### src/rtl/pkdet_pkg.sv
package pkdet_pkg;

  // Kind of the most recent new extreme within an interval.
  typedef enum logic {
    EXT_HIGH = 1'b0,
    EXT_LOW  = 1'b1
  } ext_kind_e;

endpackage

### src/rtl/pkdet_seq.sv
// Interval sequencer: counts accepted samples and flags the first and the
// last sample of each save interval. Length is captured at the first sample.
module pkdet_seq #(
  parameter int LEN_W = 8
) (
  input  logic             clk,
  input  logic             rst_n,
  input  logic             smp_valid,
  input  logic [LEN_W-1:0] intv_len,
  output logic             first_o,
  output logic             last_o
);

  logic [LEN_W-1:0] cnt_q, cnt_d;
  logic [LEN_W-1:0] len_q, len_d;
  logic [LEN_W-1:0] len_eff;
  logic             first;
  logic             last;

  always_comb begin
    first   = (cnt_q == '0);
    len_eff = first ? intv_len : len_q;
    last    = smp_valid && (cnt_q == len_eff);
    cnt_d   = cnt_q;
    len_d   = len_q;
    if (smp_valid) begin
      if (first) begin
        len_d = intv_len;
      end
      if (last) begin
        cnt_d = '0;
      end else begin
        cnt_d = cnt_q + 1'b1;
      end
    end
  end

  always_ff @(posedge clk or negedge rst_n) begin
    if (!rst_n) begin
      cnt_q <= '0;
      len_q <= '0;
    end else if (smp_valid) begin
      cnt_q <= cnt_d;
      len_q <= len_d;
    end
  end

  assign first_o = first;
  assign last_o  = last;

endmodule

### src/rtl/pkdet_track.sv
// Running extreme tracker. Presents the post-sample extremes and event flag
// combinationally so the closing sample folds in without an extra stage.
module pkdet_track
  import pkdet_pkg::*;
#(
  parameter int DATA_W = 8
) (
  input  logic              clk,
  input  logic              rst_n,
  input  logic              smp_valid,
  input  logic              first,
  input  logic [DATA_W-1:0] smp_data,
  output logic [DATA_W-1:0] lo_nx,
  output logic [DATA_W-1:0] hi_nx,
  output ext_kind_e         kind_nx
);

  logic [DATA_W-1:0] lo_q;
  logic [DATA_W-1:0] hi_q;
  ext_kind_e         kind_q;
  logic              above;
  logic              below;

  always_comb begin
    above   = smp_data > hi_q;
    below   = smp_data < lo_q;
    lo_nx   = lo_q;
    hi_nx   = hi_q;
    kind_nx = kind_q;
    if (first) begin
      lo_nx   = smp_data;
      hi_nx   = smp_data;
      kind_nx = EXT_HIGH;
    end else if (above) begin
      hi_nx   = smp_data;
      kind_nx = EXT_HIGH;
    end else if (below) begin
      lo_nx   = smp_data;
      kind_nx = EXT_LOW;
    end
  end

  always_ff @(posedge clk or negedge rst_n) begin
    if (!rst_n) begin
      lo_q   <= '0;
      hi_q   <= '0;
      kind_q <= EXT_HIGH;
    end else if (smp_valid) begin
      lo_q   <= lo_nx;
      hi_q   <= hi_nx;
      kind_q <= kind_nx;
    end
  end

endmodule

### src/rtl/pkdet_wr.sv
// Write stage: orders the pair, registers the word and strobe, and keeps the
// wrapping memory address.
module pkdet_wr
  import pkdet_pkg::*;
#(
  parameter int DATA_W = 8,
  parameter int DEPTH  = 1024,
  localparam int ADDR_W = (DEPTH > 1) ? $clog2(DEPTH) : 1,
  localparam int WORD_W = 2 * DATA_W
) (
  input  logic              clk,
  input  logic              rst_n,
  input  logic              commit,
  input  logic              swap_en,
  input  logic [DATA_W-1:0] lo_in,
  input  logic [DATA_W-1:0] hi_in,
  input  ext_kind_e         kind_in,
  output logic [WORD_W-1:0] wr_data,
  output logic              wr_en,
  output logic [ADDR_W-1:0] wr_addr
);

  logic [WORD_W-1:0] data_q, data_d;
  logic              en_q;
  logic [ADDR_W-1:0] addr_q, addr_d;
  logic [ADDR_W-1:0] addr_inc;

  always_comb begin
    if (swap_en && (kind_in == EXT_LOW)) begin
      data_d = {lo_in, hi_in};
    end else begin
      data_d = {hi_in, lo_in};
    end
  end

  generate
    if ((1 << ADDR_W) == DEPTH) begin : g_wrap_pow2
      always_comb addr_inc = addr_q + 1'b1;
    end else begin : g_wrap_cmp
      always_comb begin
        if (addr_q == ADDR_W'(DEPTH - 1)) begin
          addr_inc = '0;
        end else begin
          addr_inc = addr_q + 1'b1;
        end
      end
    end
  endgenerate

  always_comb begin
    addr_d = en_q ? addr_inc : addr_q;
  end

  always_ff @(posedge clk or negedge rst_n) begin
    if (!rst_n) begin
      data_q <= '0;
      en_q   <= 1'b0;
      addr_q <= '0;
    end else begin
      en_q   <= commit;
      addr_q <= addr_d;
      if (commit) begin
        data_q <= data_d;
      end
    end
  end

  assign wr_data = data_q;
  assign wr_en   = en_q;
  assign wr_addr = addr_q;

endmodule

### src/rtl/pkdet_decim.sv
module pkdet_decim
  import pkdet_pkg::*;
#(
  parameter int DATA_W = 8,
  parameter int LEN_W  = 8,
  parameter int DEPTH  = 1024,
  localparam int ADDR_W = (DEPTH > 1) ? $clog2(DEPTH) : 1,
  localparam int WORD_W = 2 * DATA_W
) (
  input  logic              clk,
  input  logic              rst_n,
  input  logic              smp_valid,
  input  logic [DATA_W-1:0] smp_data,
  input  logic [LEN_W-1:0]  intv_len,
  input  logic              swap_en,
  output logic [WORD_W-1:0] wr_data,
  output logic              wr_en,
  output logic [ADDR_W-1:0] wr_addr
);

  logic              first;
  logic              last;
  logic [DATA_W-1:0] lo_nx;
  logic [DATA_W-1:0] hi_nx;
  ext_kind_e         kind_nx;

  pkdet_seq #(.LEN_W(LEN_W)) u_seq (
    .clk      (clk),
    .rst_n    (rst_n),
    .smp_valid(smp_valid),
    .intv_len (intv_len),
    .first_o  (first),
    .last_o   (last)
  );

  pkdet_track #(.DATA_W(DATA_W)) u_track (
    .clk      (clk),
    .rst_n    (rst_n),
    .smp_valid(smp_valid),
    .first    (first),
    .smp_data (smp_data),
    .lo_nx    (lo_nx),
    .hi_nx    (hi_nx),
    .kind_nx  (kind_nx)
  );

  pkdet_wr #(.DATA_W(DATA_W), .DEPTH(DEPTH)) u_wr (
    .clk    (clk),
    .rst_n  (rst_n),
    .commit (last),
    .swap_en(swap_en),
    .lo_in  (lo_nx),
    .hi_in  (hi_nx),
    .kind_in(kind_nx),
    .wr_data(wr_data),
    .wr_en  (wr_en),
    .wr_addr(wr_addr)
  );

endmodule

### config.mk
export PLATFORM = sky130hd
export DESIGN_NAME = pkdet_decim
export DESIGN_NICKNAME = d
export VERILOG_FILES = /design/src/rtl/pkdet_pkg.sv /design/src/rtl/pkdet_seq.sv /design/src/rtl/pkdet_track.sv /design/src/rtl/pkdet_wr.sv /design/src/rtl/pkdet_decim.sv
export SDC_FILE = /design/constraint.sdc
export NUM_CORES = 1
export LEC_CHECK = 0
export BUFFER_PORTS_ARGS = -buffer_cell sky130_fd_sc_hd__buf_2
export CORE_MARGIN = 5
export CORE_UTILIZATION = 40
export DETAILED_ROUTE_END_ITERATION = 6
export PLACE_DENSITY = 0.7
export SYNTH_ARGS = -nofsm -noshare
export SYNTH_HDL_FRONTEND = slang
export SYNTH_SLANG_ARGS = --single-unit
### constraint.sdc
create_clock -name clk -period 2.4 [get_ports clk]
set_input_delay 0.6 -clock clk [delete_from_list [all_inputs] [get_ports clk]]
set_output_delay 0.6 -clock clk [all_outputs]
set_load 0.05 [all_outputs]
# After elaboration in Yosys (flattened, before gate mapping)

Cells that the tools add are included.

Logic and storage cells: 27
Output and inout port bits: 27
Bits in registers: 60
Bits of input ports: 20

Equality and inequality tests: 1
Reduce and logical (&&, ||, !) cells: 3
$add $sub $neg: 2
Multiplexer cells: 11
$lt $le $gt $ge: 2

Operator list:

| kind                  | count |
|---|---|
| $mux 8                | 7 |
| $mux 16               | 1 |
| $add 10x1->10 const B | 1 |
| $add 8x1->8 const B   | 1 |
| $eq 8x8->1            | 1 |
| $gt 8x8->1            | 1 |
| $logic_not 8->1       | 1 |
| $lt 8x8->1            | 1 |
| $mux 1                | 3 |
| $logic_and 1x1->1     | 2 |

# Logic depth before layout (Yosys ltp)

Word-level depth: 6
Mapped depth: 10
Gate-level depth less buffers: 9

# Cells and area by module

From an unflattened synthesis, not the netlist that was laid out.

Cell total of the unflattened synthesis: 309
Area total of the unflattened synthesis: 3403.3 um2

By module, submodules not included:

| module      | sequential area each (um2) | cells an instance | area each (um2) | instances |
|---|---|---|---|---|
| pkdet_track | 425.4                      | 115               | 1313.8          | 1 |
| pkdet_wr    | 675.6                      | 105               | 1196.1          | 1 |
| pkdet_seq   | 400.4                      | 89                | 893.4           | 1 |

# Worst setup path before layout

Ideal clock, no wire load.

Path kind: in2reg
Start point: input port smp_data[2]
End point: register u_track.lo_q[1]
Data arrival time: 2.381 ns
Path buffers: 0
Required time: 2.272 ns
Setup slack: -0.109 ns
Setup time: 0.128 ns
Stages on the path: 7
Path through: ha_1 > a211o_1 > a31oi_2 > o21ai_2 > o31ai_4 > nand2_2 > mux2_1

Cells in the longest elaborated chain, start to end: 4
Elaborated cells on any way between the ends: 5
Classes of those cells: order compare: 2; mux: 3

Ends and longest elaborated chain:

| what                 | line              | text |
|---|---|---|
| from (decl)          | pkdet_decim.sv:13 | `input logic [DATA_W-1:0] smp_data,` |
| $lt 8x8->1           | pkdet_track.sv:26 | `below = smp_data < lo_q;` |
| $mux 8               | pkdet_track.sv:37 | `end else if (below) begin` |
| $mux 8 *             | pkdet_track.sv:34 | `end else if (above) begin` |
| $mux 8 *             | pkdet_track.sv:30 | `if (first) begin` |
| to (signal assigned) | pkdet_track.sv:49 | `lo_q <= lo_nx;` |
| to (decl)            | pkdet_track.sv:18 | `logic [DATA_W-1:0] lo_q;` |

Every way passes the cells marked *; elsewhere a longest branch is shown, timed or not.
A chain may end at the register's enable or synchronous reset.

# Worst setup path in the final report

Start point: register u_track.lo_q[6]
End point: register u_wr.data_q[4], in the netlist u_wr.wr_data[4]

Cells in the longest elaborated chain, start to end: 6
Elaborated cells on any way between the ends: 9
Classes of those cells: order compare: 1; mux: 7; reduce/logical: 1

Ends and longest elaborated chain:

| what                 | line              | text |
|---|---|---|
| $lt 8x8->1 *         | pkdet_track.sv:26 |  |
| $mux 1               | pkdet_track.sv:37 |  |
| $mux 1               | pkdet_track.sv:34 |  |
| $mux 1               | pkdet_track.sv:30 |  |
| $logic_and 1x1->1    | pkdet_wr.sv:29    | `if (swap_en && (kind_in == EXT_LOW)) begin` |
| $mux 16 *            | pkdet_wr.sv:29    |  |
| to (signal assigned) | pkdet_wr.sv:63    | `data_q <= data_d;` |
| to (decl)            | pkdet_wr.sv:23    | `logic [WORD_W-1:0] data_q, data_d;` |

Marked as above.

==> impl_summary.txt <==
----------------------------------------------------
[Drt]
  Average wire per standard cell ... 16.84 um
  Number of optimization iterations in the first detailed-route pass ... 6
  DRC marker count from the first detailed-route iteration ... 250
  Count of nets left with antenna violations after detail routing ... 0
  Drt drc ... 0
  Detailed-route vias per instance ... 5.529
  Via total after detailed routing ... 3218
  Total length of routed wires ... 9799 um

[Global route]
  All-layer global routing usage ... 17.99%
  Wire length of the first global-routing pass ... 16010 um
  Largest net degree at the start of global routing ... 61
  Vias in the first global route ... 3142
  Initial antenna violation count ... 0
  Congestion Overflow GR ... 0

[Critical path]
  Largest fanout on the critical path ... 6
  Flop-to-flop setup slack ... 50 ps
  Data required time of the critical path ... 2620 ps
  Capture point of the worst reg-to-reg path ... u_wr.wr_data[4]
  Data arrival at the endpoint of the critical path ... 2570 ps
  Count of cells along the worst register-to-register path ... 9
  Crit start category ... flip-flop
  Launch point of the worst reg-to-reg path ... u_track.lo_q[6]
  Kind of end point of the critical path ... flip-flop
  Crit Path Class ... flip-flop to flip-flop

[CTS]
  Number of buffers on the longest clock path ... 2
  Insertion delay of the later-clocked pin in the worst-skew pair ... 350 ps
  CTS Buf Count ... 9
  Clk Tree Root Cell ... sky130_fd_sc_hd__clkbuf_8
  TritonCTS clock tree ... built
  Level count of the clock H-tree ... 3
  Sinks on Clock Net ... 60
  Post-CTS clock slew at the launch and capture registers of the worst setup and hold paths ... 70 ps
  Cts-stage hold buffer count ... 0

[Floorplan]
  Starting utilization of the core area ... 41.29%
  CORE AREA ... 0.008806 sq mm
  I/O pin count ... 47
  Die X ... 105.3 um
  Die area ... 0.01110 sq mm
  Site row count ... 34
  Die outline height ... 105.3 um

[Cells and area]
  Nets@finish ... 507
  Antenna cell count ... 0
  Leading cell type in the layout, fill and taps excluded ... sky130_fd_sc_hd__dfrtp_1
  Final design area excluding fillers ... 0.004730 sq mm
  Synth-to-layout area growth ... 30.08%
  Commonest non-fill, non-tap cells in the layout ... sky130_fd_sc_hd__dfrtp_1 (60), sky130_fd_sc_hd__buf_2 (46), sky130_fd_sc_hd__buf_4 (45)
  Layout cell share with drive strength beyond 1 ... 33.54%

[Outcome]
  Status ... finished, final reports clean

[Placement]
  Half-perimeter wire length after placement ... 7500 um
  Port Buffers ... 46
  Instance area at placement ... 0.004451 sq mm
  Weighted congestion at the end of routability-driven global placement ... 0.9126

[Synth]
  Mean instance size in the synthesized netlist ... 9.774 sq um
  Main flop type after synthesis ... sky130_fd_sc_hd__dfrtp_1
  YS warnings ... 0
  Post-synth net total ... 410
  Sequential-to-total area share from yosys stat ... 41.29%
  Total of flip-flops plus latches after synthesis ... 60
  Post-synth EDFFs ... 0
  Total standard cell area after synthesis ... 0.003636 sq mm
  Post-synthesis cell count ... 372
  Ys async rst share ... 100.0%
  Distinct cells, synth ... 54

[STA]
  Slew at the pin closest to its max-slew limit ... 448.6 ps
  Worst clock skew ... 11.06 ps
  Max-slew headroom at the worst pin ... 70.02%
  Final period util ... 97.88%
  Highest clock frequency the design can meet ... 425.7 MHz
  Final setup TNS ... 0 ps
  Final slew viol count ... 0
  Setup Viol. Count Final ... 0
  Final min period ... 2349 ps
  Number of failing hold endpoints at the final stage ... 0

[Power and ir drop]
  Largest vdd supply drop ... 0.0004217 V
  Cell leakage power ... 2.275 nW
  P per Cell Area ... 1350 mW/mm^2

[Job]
  Number of max-cap violations ... 0

[Min path]
  Classification of the worst-slack hold path ... input port to async pin

----------------------------------------------------
==> power breakdown <==
part           internal [mW]  switching [mW]
registers               1.39           0.336
clock network          0.483           0.433
logic                   1.61            2.13
==> critical path, stage by stage, from the launching register on <==
cell,delay [ps]
sky130_fd_sc_hd__dfrtp_1,400
sky130_fd_sc_hd__inv_2,80
sky130_fd_sc_hd__ha_1,290
sky130_fd_sc_hd__and4_1,220
sky130_fd_sc_hd__o21ai_1,110
sky130_fd_sc_hd__buf_4,160
sky130_fd_sc_hd__o21ai_0,320
sky130_fd_sc_hd__o211ai_1,170
sky130_fd_sc_hd__a222oi_1,340
sky130_fd_sc_hd__o21ai_1,130
==> through the flow <==
stage	hold slack, ps	total power, mW	cells	utilization (%)	worst slack, ps
2_1_floorplan	304.4	4.095	372	-	12.03
3_3_place_gp	457.5	5.198	565	50.54	-263.9
3_5_place_dp	469.1	5.282	565	50.54	-267.0
4_1_cts	255.0	6.232	581	52.80	26.93
5_1_grt	291.9	6.765	582	53.71	-7.107
6_report	222.2	6.386	582	53.71	50.85
==> kinds of logic (layout without fill, tap and decap cells) <==
group	after synthesis	in the layout	share of synthesized area, %
compound gates	102	102	20.03
xor+xnor	19	19	4.577
fa+ha+maj	18	18	6.194
buf+inv	41	143	4.714
flops	60	60	41.29
mux	21	21	6.469
simple gates	111	111	16.72
==> Yosys cell counts, drive strengths merged (7+ instances only) <==
| master | count | area (sq um) |
|---|---|---|
| a21oi | 14 | 70.07 |
| buf | 8 | 47.54 |
| dfrtp | 60 | 1501 |
| ha | 18 | 225.2 |
| inv | 30 | 112.6 |
| mux2 | 20 | 225.2 |
| nand2 | 38 | 155.1 |
| nand2b | 8 | 50.05 |
| nand3 | 7 | 35.03 |
| nor2 | 24 | 92.59 |
| o211ai | 7 | 52.55 |
| o21ai | 29 | 152.7 |
| o22ai | 12 | 75.07 |
| o31ai | 17 | 141.4 |
| xnor2 | 13 | 113.9 |
==> metal layers <==
layer	track usage (%)	up-vias	routed length, um
met5	0	-	0
met4	6.654	0	195
met3	3.973	16	580
met2	27.00	111	4318
met1	25.40	1528	4705
li1	-	1563	-
==> area by class of cell <==
| cell class | count | area, sq um |
|---|---|---|
| timing repair buffer | 97 | 661.9 |
| sequential | 60 | 1501 |
| tap | 108 | 135.1 |
| clock buffer | 9 | 123.9 |
| fill | 779 | 4076 |
| clock inverter | 7 | 75.07 |
| multi-input combinational | 271 | 2117 |
| inverter | 30 | 115.1 |
==> timing repair <==
item | 4_1_cts | 5_1_grt
buffers inserted | 0 | 1
setup endpoints to repair | 0 | 27
gates resized for setup | 0 | 17
hold endpoints to repair | 0 | 0
==> flip-flops by register name, indices dropped and copies added (netlist names) <==
register	cells
u_seq.cnt_q	8
u_seq.len_q	8
u_track.hi_q	8
u_track.kind_q	1
u_track.lo_q	8
u_wr.wr_addr	10
u_wr.wr_data	16
u_wr.wr_en	1
==> worst max path at each step <==
| stage | startpoint | to | slack, ps | cells after the start |
|---|---|---|---|---|
| final | u_track.lo_q[6] | u_wr.wr_data[4] | 50 | 9 |
| after global routing | u_track.hi_q[2] | u_track.lo_q[5] | -7 | 9 |
| after CTS | u_track.hi_q[6] | u_wr.wr_data[8] | 30 | 9 |
| after detailed placement | smp_data[5] | u_wr.wr_data[8] | -270 | 9 |
| after global placement | smp_data[5] | u_wr.wr_data[8] | -260 | 9 |
| after floorplan | smp_data[5] | u_track.lo_q[1] | 10 | 7 |
Power figures use the tool's default switching activity.
